--- src/rtl/hsc_pkg.sv ---
package hsc_pkg;
    typedef enum logic [2:0] {
        ST_RUN      = 3'd0,
        ST_DRAIN    = 3'd1,
        ST_SLEEP    = 3'd2,
        ST_DBG_HALT = 3'd3,
        ST_ERR_HALT = 3'd4
    } hsc_state_e;
endpackage

--- src/rtl/hsc_stop_edge.sv ---
module hsc_stop_edge #(
    parameter int STAGES = 2
) (
    input  logic clk,
    input  logic rst,
    input  logic async_i,
    output logic edge_o
);
    localparam int LAST = STAGES;

    logic [LAST:0] sh_q;

    always_ff @(posedge clk) begin
        if (rst) sh_q <= '0;
        else     sh_q <= {sh_q[LAST-1:0], async_i};
    end

    assign edge_o = sh_q[LAST-1] & ~sh_q[LAST];

    // one pulse per rising level
    p_single_pulse_r2: assert property (@(posedge clk) disable iff (rst)
        edge_o |=> !edge_o);
endmodule

--- src/rtl/hsc_req.sv ---
module hsc_req #(
    parameter bit DEBUG_EN  = 1'b1,
    parameter bit FAULT_TOL = 1'b1,
    parameter int WAKE_W    = 2
) (
    input  logic              stop_edge_i,
    input  logic              halt_cmd_i,
    input  logic              resume_i,
    input  logic              brk_i,
    input  logic              nm_brk_i,
    input  logic              brk_mask_i,
    input  logic              miss_exc_i,
    input  logic [WAKE_W-1:0] wake_i,
    output logic              halt_req_o,
    output logic              halt_cmd_o,
    output logic              resume_o,
    output logic              fault_o,
    output logic              wake_any_o
);
    generate
        if (DEBUG_EN) begin : g_dbg
            assign halt_req_o = stop_edge_i | nm_brk_i | (brk_i & ~brk_mask_i);
            assign halt_cmd_o = halt_cmd_i;
            assign resume_o   = resume_i;
        end else begin : g_nodbg
            assign halt_req_o = 1'b0;
            assign halt_cmd_o = 1'b0;
            assign resume_o   = 1'b0;
        end
        if (FAULT_TOL) begin : g_ft
            assign fault_o = miss_exc_i;
        end else begin : g_noft
            assign fault_o = 1'b0;
        end
    endgenerate

    assign wake_any_o = |wake_i;
endmodule

--- src/rtl/hsc_fsm.sv ---
module hsc_fsm
    import hsc_pkg::*;
#(
    parameter bit DEBUG_EN = 1'b1
) (
    input  logic clk,
    input  logic rst,
    input  logic halt_req_i,
    input  logic halt_cmd_i,
    input  logic resume_i,
    input  logic fault_i,
    input  logic wake_any_i,
    input  logic sleep_exec_i,
    input  logic ext_busy_i,
    input  logic pipe_drained_i,
    output logic halted_o,
    output logic sleeping_o,
    output logic err_halt_o,
    output logic dbg_wake_req_o,
    output logic stall_o
);
    hsc_state_e state_q, state_d;

    always_comb begin
        state_d = state_q;
        unique case (state_q)
            ST_RUN: begin
                if (fault_i)                        state_d = ST_ERR_HALT;
                else if (halt_req_i || halt_cmd_i)  state_d = ST_DBG_HALT;
                else if (sleep_exec_i)              state_d = ST_DRAIN;
            end
            ST_DRAIN: begin
                if (fault_i)                        state_d = ST_ERR_HALT;
                else if (halt_req_i || halt_cmd_i)  state_d = ST_DBG_HALT;
                else if (!ext_busy_i && pipe_drained_i) state_d = ST_SLEEP;
            end
            ST_SLEEP: begin
                if (fault_i)                        state_d = ST_ERR_HALT;
                else if (halt_req_i)                state_d = ST_DBG_HALT;
                else if (wake_any_i)                state_d = ST_RUN;
            end
            ST_DBG_HALT: begin
                if (fault_i)                        state_d = ST_ERR_HALT;
                else if (resume_i)                  state_d = ST_RUN;
            end
            ST_ERR_HALT:                            state_d = ST_ERR_HALT;
            default:                                state_d = ST_RUN;
        endcase
    end

    always_ff @(posedge clk) begin
        if (rst) state_q <= ST_RUN;
        else     state_q <= state_d;
    end

    always_comb begin
        halted_o       = (state_q == ST_DBG_HALT) || (state_q == ST_ERR_HALT);
        sleeping_o     = (state_q == ST_SLEEP);
        err_halt_o     = (state_q == ST_ERR_HALT);
        stall_o        = (state_q != ST_RUN);
        dbg_wake_req_o = (state_q == ST_SLEEP) && halt_cmd_i;
    end

    // error halt is sticky
    p_err_sticky_r7: assert property (@(posedge clk) disable iff (rst)
        (state_q == ST_ERR_HALT) |=> (state_q == ST_ERR_HALT));
    // sleep is never entered straight from run
    p_no_direct_sleep_r5: assert property (@(posedge clk) disable iff (rst)
        (state_q == ST_RUN) |=> (state_q != ST_SLEEP));
    // draining holds while an access is outstanding
    p_drain_wait_r5: assert property (@(posedge clk) disable iff (rst)
        (state_q == ST_DRAIN && ext_busy_i && !fault_i && !halt_req_i && !halt_cmd_i)
        |=> (state_q == ST_DRAIN));
    // sleeping implies stalled
    p_sleep_stalls_r10: assert property (@(posedge clk) disable iff (rst)
        sleeping_o |-> stall_o);
    // wake does not leave the drain state
    p_wake_ignored_r6: assert property (@(posedge clk) disable iff (rst)
        (state_q == ST_DRAIN && wake_any_i && ext_busy_i && !fault_i && !halt_req_i && !halt_cmd_i)
        |=> (state_q != ST_RUN));

    generate
        if (!DEBUG_EN) begin : g_chk_nodbg
            // no debug halt without debug features
            p_no_dbg_halt_r3: assert property (@(posedge clk) disable iff (rst)
                state_q != ST_DBG_HALT);
        end
    endgenerate
endmodule

--- src/rtl/halt_sleep_ctrl.sv ---
module halt_sleep_ctrl #(
    parameter bit DEBUG_EN    = 1'b1,
    parameter bit FAULT_TOL   = 1'b1,
    parameter int SYNC_STAGES = 2,
    parameter int WAKE_W      = 2
) (
    input  logic              clk,
    input  logic              rst,
    input  logic              dbg_stop_i,
    input  logic              dbg_halt_cmd_i,
    input  logic              dbg_resume_i,
    input  logic              brk_i,
    input  logic              nm_brk_i,
    input  logic              brk_mask_i,
    input  logic              sleep_exec_i,
    input  logic              ext_busy_i,
    input  logic              pipe_drained_i,
    input  logic              miss_exc_i,
    input  logic [WAKE_W-1:0] wake_i,
    output logic              halted_o,
    output logic              sleeping_o,
    output logic              err_halt_o,
    output logic              dbg_wake_req_o,
    output logic              stall_o
);
    logic stop_edge;
    logic halt_req, halt_cmd, resume, fault, wake_any;

    generate
        if (DEBUG_EN) begin : g_sync
            hsc_stop_edge #(.STAGES(SYNC_STAGES)) u_edge (
                .clk     (clk),
                .rst     (rst),
                .async_i (dbg_stop_i),
                .edge_o  (stop_edge)
            );
        end else begin : g_nosync
            assign stop_edge = 1'b0;
        end
    endgenerate

    hsc_req #(
        .DEBUG_EN  (DEBUG_EN),
        .FAULT_TOL (FAULT_TOL),
        .WAKE_W    (WAKE_W)
    ) u_req (
        .stop_edge_i (stop_edge),
        .halt_cmd_i  (dbg_halt_cmd_i),
        .resume_i    (dbg_resume_i),
        .brk_i       (brk_i),
        .nm_brk_i    (nm_brk_i),
        .brk_mask_i  (brk_mask_i),
        .miss_exc_i  (miss_exc_i),
        .wake_i      (wake_i),
        .halt_req_o  (halt_req),
        .halt_cmd_o  (halt_cmd),
        .resume_o    (resume),
        .fault_o     (fault),
        .wake_any_o  (wake_any)
    );

    hsc_fsm #(.DEBUG_EN(DEBUG_EN)) u_fsm (
        .clk            (clk),
        .rst            (rst),
        .halt_req_i     (halt_req),
        .halt_cmd_i     (halt_cmd),
        .resume_i       (resume),
        .fault_i        (fault),
        .wake_any_i     (wake_any),
        .sleep_exec_i   (sleep_exec_i),
        .ext_busy_i     (ext_busy_i),
        .pipe_drained_i (pipe_drained_i),
        .halted_o       (halted_o),
        .sleeping_o     (sleeping_o),
        .err_halt_o     (err_halt_o),
        .dbg_wake_req_o (dbg_wake_req_o),
        .stall_o        (stall_o)
    );

    // a non-maskable break always leaves run
    p_nmbrk_halts_r8: assert property (@(posedge clk) disable iff (rst)
        (DEBUG_EN && nm_brk_i && !stall_o) |=> halted_o);
endmodule

--- config.mk ---
export PLATFORM = sky130hd
export DESIGN_NAME = halt_sleep_ctrl
export DESIGN_NICKNAME = d
export VERILOG_FILES = /design/src/rtl/hsc_pkg.sv /design/src/rtl/hsc_stop_edge.sv /design/src/rtl/hsc_req.sv /design/src/rtl/hsc_fsm.sv /design/src/rtl/halt_sleep_ctrl.sv
export SDC_FILE = /design/constraint.sdc
export NUM_CORES = 1
export LEC_CHECK = 0
export BUFFER_PORTS_ARGS = -buffer_cell sky130_fd_sc_hd__buf_2
export CORE_AREA = 2 2 39 41
export DETAILED_ROUTE_END_ITERATION = 6
export DIE_AREA = 0 0 41 43
export GPL_TIMING_DRIVEN = 0
export PLACE_DENSITY_LB_ADDON = 0.2
export SLEW_MARGIN = 20
export SYNTH_ARGS = -nofsm -noshare
export SYNTH_HDL_FRONTEND = slang
export SYNTH_HIERARCHICAL = 1
export SYNTH_SLANG_ARGS = --single-unit
--- constraint.sdc ---
create_clock -name clk -period 3.9 [get_ports clk]
set_input_delay 1.17 -clock clk [delete_from_list [all_inputs] [get_ports clk]]
set_output_delay 1.17 -clock clk [all_outputs]
set_load 0.02 [all_outputs]
==> flow_summary_export.csv <==
group,metric,value,unit
timing,post-route-min-period,2.72,ns
grt,grt_pass1_wl,1.01,mm
logic_synthesis,yosysTopAreaCellShare,29.3,%
place,dp.cells,75,
clock_network,cts_sinks,6,
critical_path,cp_max_fo,3,
critical_path,start_kind,"primary input",
logic_synthesis,synth_common_cells,"6 x dfxtp_1, 4 x nor2b_1, 3 x a21oi_1, 3 x buf_4, 3 x inv_1",
cells_and_area,fin_area,528,µm²
logic_synthesis,ys_types,28,
logic_synthesis,synth-warning-count,6,
clock_network,cts_hold_buf,0,
timing,layout_worst_path_cycle_share,69.8,%
power,ir_worst_vdd,187,µV
timing,slew_violations,0,
clock_network,cts_tree,"built",
critical_path,cp-end-kind,"output port",
logic_synthesis,ys_ff_latch,6,
clock_network,cts-root-buf,"clkbuf_4",
route,avgRoutedWirePerCell,9.65,µm
run,max_cap_violations,0,
logic_synthesis,async_flop_share,0,%
timing,finalSetupViolations,0,
place,pre_cts_ws,1.17,ns
floorplan,coreArea,0.00138,mm²
floorplan,row_count,14,
timing,tightest_slew,0.422,ns
cells_and_area,drive_above_1_share,48.4,%
route,first_iter_violations,5,
worst_hold_path,hold_class,"flip-flop to flip-flop",
power,powerDensity,314,mW/mm²
floorplan,die_area,0.00176,mm²
clock_network,clkLatencyLatePin,0.24,ns
route,dr.pass1.iters,3,
floorplan,initial_core_util,29.7,%
place,place_congestion,0.687,
route,drc,0,
route,postRouteAntennaNets,0,
cells_and_area,layout.nets,78,
timing,rsz0062_at_grt,"false",
clock_network,clkTransAtPathRegs,0.04,ns
route,vias,344,
place,portBuffers,15,
logic_synthesis,synth.most_common_cell,"dfxtp_1",
grt,grt_pass1_vias,263,
clock_network,htreeDepth,1,
cells_and_area,diodes,0,
logic_synthesis,ys_seq_area_share,29.3,%
logic_synthesis,syn_inst,44,
timing,max-slew-margin-rel,71.7,%
timing,clock-skew-final,0.00128,ns
floorplan,dieHeight,43,µm
place,placed_area,505,µm²
clock_network,numCtsBuffers,3,
clock_network,cts_buffer_depth,2,
route,totalWireLength,753,µm
critical_path,crit_arrival,1.55,ns
grt,grt_usage,8.94,%
logic_synthesis,avgSynthCellArea,9.33,µm²
route,avgViaCountPerCell,4.41,
clock_network,cts_resized,0,
critical_path,crit_path_start,"dbg_halt_cmd_i",
power,design_power_total,0.166,mW
floorplan,die_w,41,µm
logic_synthesis,syn_nets,58,
grt,grt_start_max_net_pins,11,
cells_and_area,area_delta_synth_final,28.7,%
logic_synthesis,synth_edf_count,0,
logic_synthesis,yosys.area.top_type,"dfxtp_1",
timing,hold_viol,0,
status,status,"completed",
worst_hold_path,hold_start,"g_sync.u_edge/sh_q[0]",
critical_path,r2r-start,"g_sync.u_edge/sh_q[1]",
cells_and_area,layout.cells.non_filler,78,
timing,timing.final.ws_setup,1.18,ns
cells_and_area,fillerInstances,147,
logic_synthesis,synth_ff_type,"dfxtp_1",
power,p_leak,0.255,nW
timing,fin_setup_tns,0,ns
logic_synthesis,synth_area,410,µm²
floorplan,ios,19,
critical_path,worstPathRequired,2.73,ns
critical_path,path_class,"primary input to output port",
timing,timing.fmax,367,MHz
logic_synthesis,synth.area.top_cells,"dfxtp_1 29%, nor2b_1 6.1%, nor4b_4 5.8%",
grt,antenna_found_initial,0,
clock_network,postCtsSetupRepairBufs,0,
grt,gr-total-overflow,0,
==> layout make-up <==
cell class / instances / area, µm² / area share (%)
plain buffers: 5 / 38.8 / 7.35
inverters: 3 / 11.3 / 2.13
multi-input cells: 30 / 240 / 45.5
flip-flops and latches: 6 / 120 / 22.7
clock buffers: 3 / 22.5 / 4.27
well taps: 16 / 20.0 / 3.79
repair buffers: 15 / 75.1 / 14.2
==> metrics by stage <==
step                util (%)  hold WS (ns)
finish                  38.2         0.458
global route            38.2         0.472
CTS                     38.2         0.464
detailed placement      36.5         0.455
global placement        36.5         0.419
floorplan                  -         0.414
==> kinds of logic (layout without fill, tap and decap cells) <==
group	after synthesis	after routing	synth area share [%]
AND/OR/NAND/NOR	20	20	41.2
AO/OA/AOI/OAI	10	10	17.4
buffers and inverters	8	26	12.2
flip-flops	6	6	29.3
==> sequential cells by signal (all words and copies together) (netlist names) <==
register,cells
u_fsm/state_q,3
g_sync.u_edge/sh_q,3
==> where the power goes <==
part           total [mW]  switching, mW  leakage (nW)  internal (mW)
combinational      0.0434         0.0218         0.192         0.0216
clock              0.0549         0.0202        0.0138         0.0347
sequential         0.0677        0.00254        0.0495         0.0652
==> final timing paths <==
check | endpoint | slack [ns] | cells past startpoint
setup / recovery | dbg_wake_req_o | 1.18 | 3
hold / removal | g_sync.u_edge/sh_q[1] | 0.46 | 1
setup reg to reg | u_fsm/state_q[0] | 2.35 | 6
hold reg to reg | g_sync.u_edge/sh_q[1] | 0.46 | 1
==> critical path, cell delays in order <==
cell and delay, ns:
buf_4 0.11, and2_1 0.12, buf_2 0.15
==> cells in the final DEF (no fill, tap or decap), types with 2 or more instances in the layout <==
master    instances
buf_4             3
inv_1             3
buf_2            16
nor2b_1           4
nand3b_1          2
clkbuf_4          3
nand2b_1          2
dfxtp_1           6
a21oi_1           3
==> routing by layer <==
layer / part of all wire [%] / vias to the layer above / GRT usage, %
li1: - / 186 / -
met1: 46 / 146 / 11.0
met2: 47 / 10 / 12.5
met3: 5.4 / 2 / 1.57
met4: 0.80 / 0 / 8.00
met5: 0 / - / 0
No activity file was read; power rests on OpenSTA's default activity.
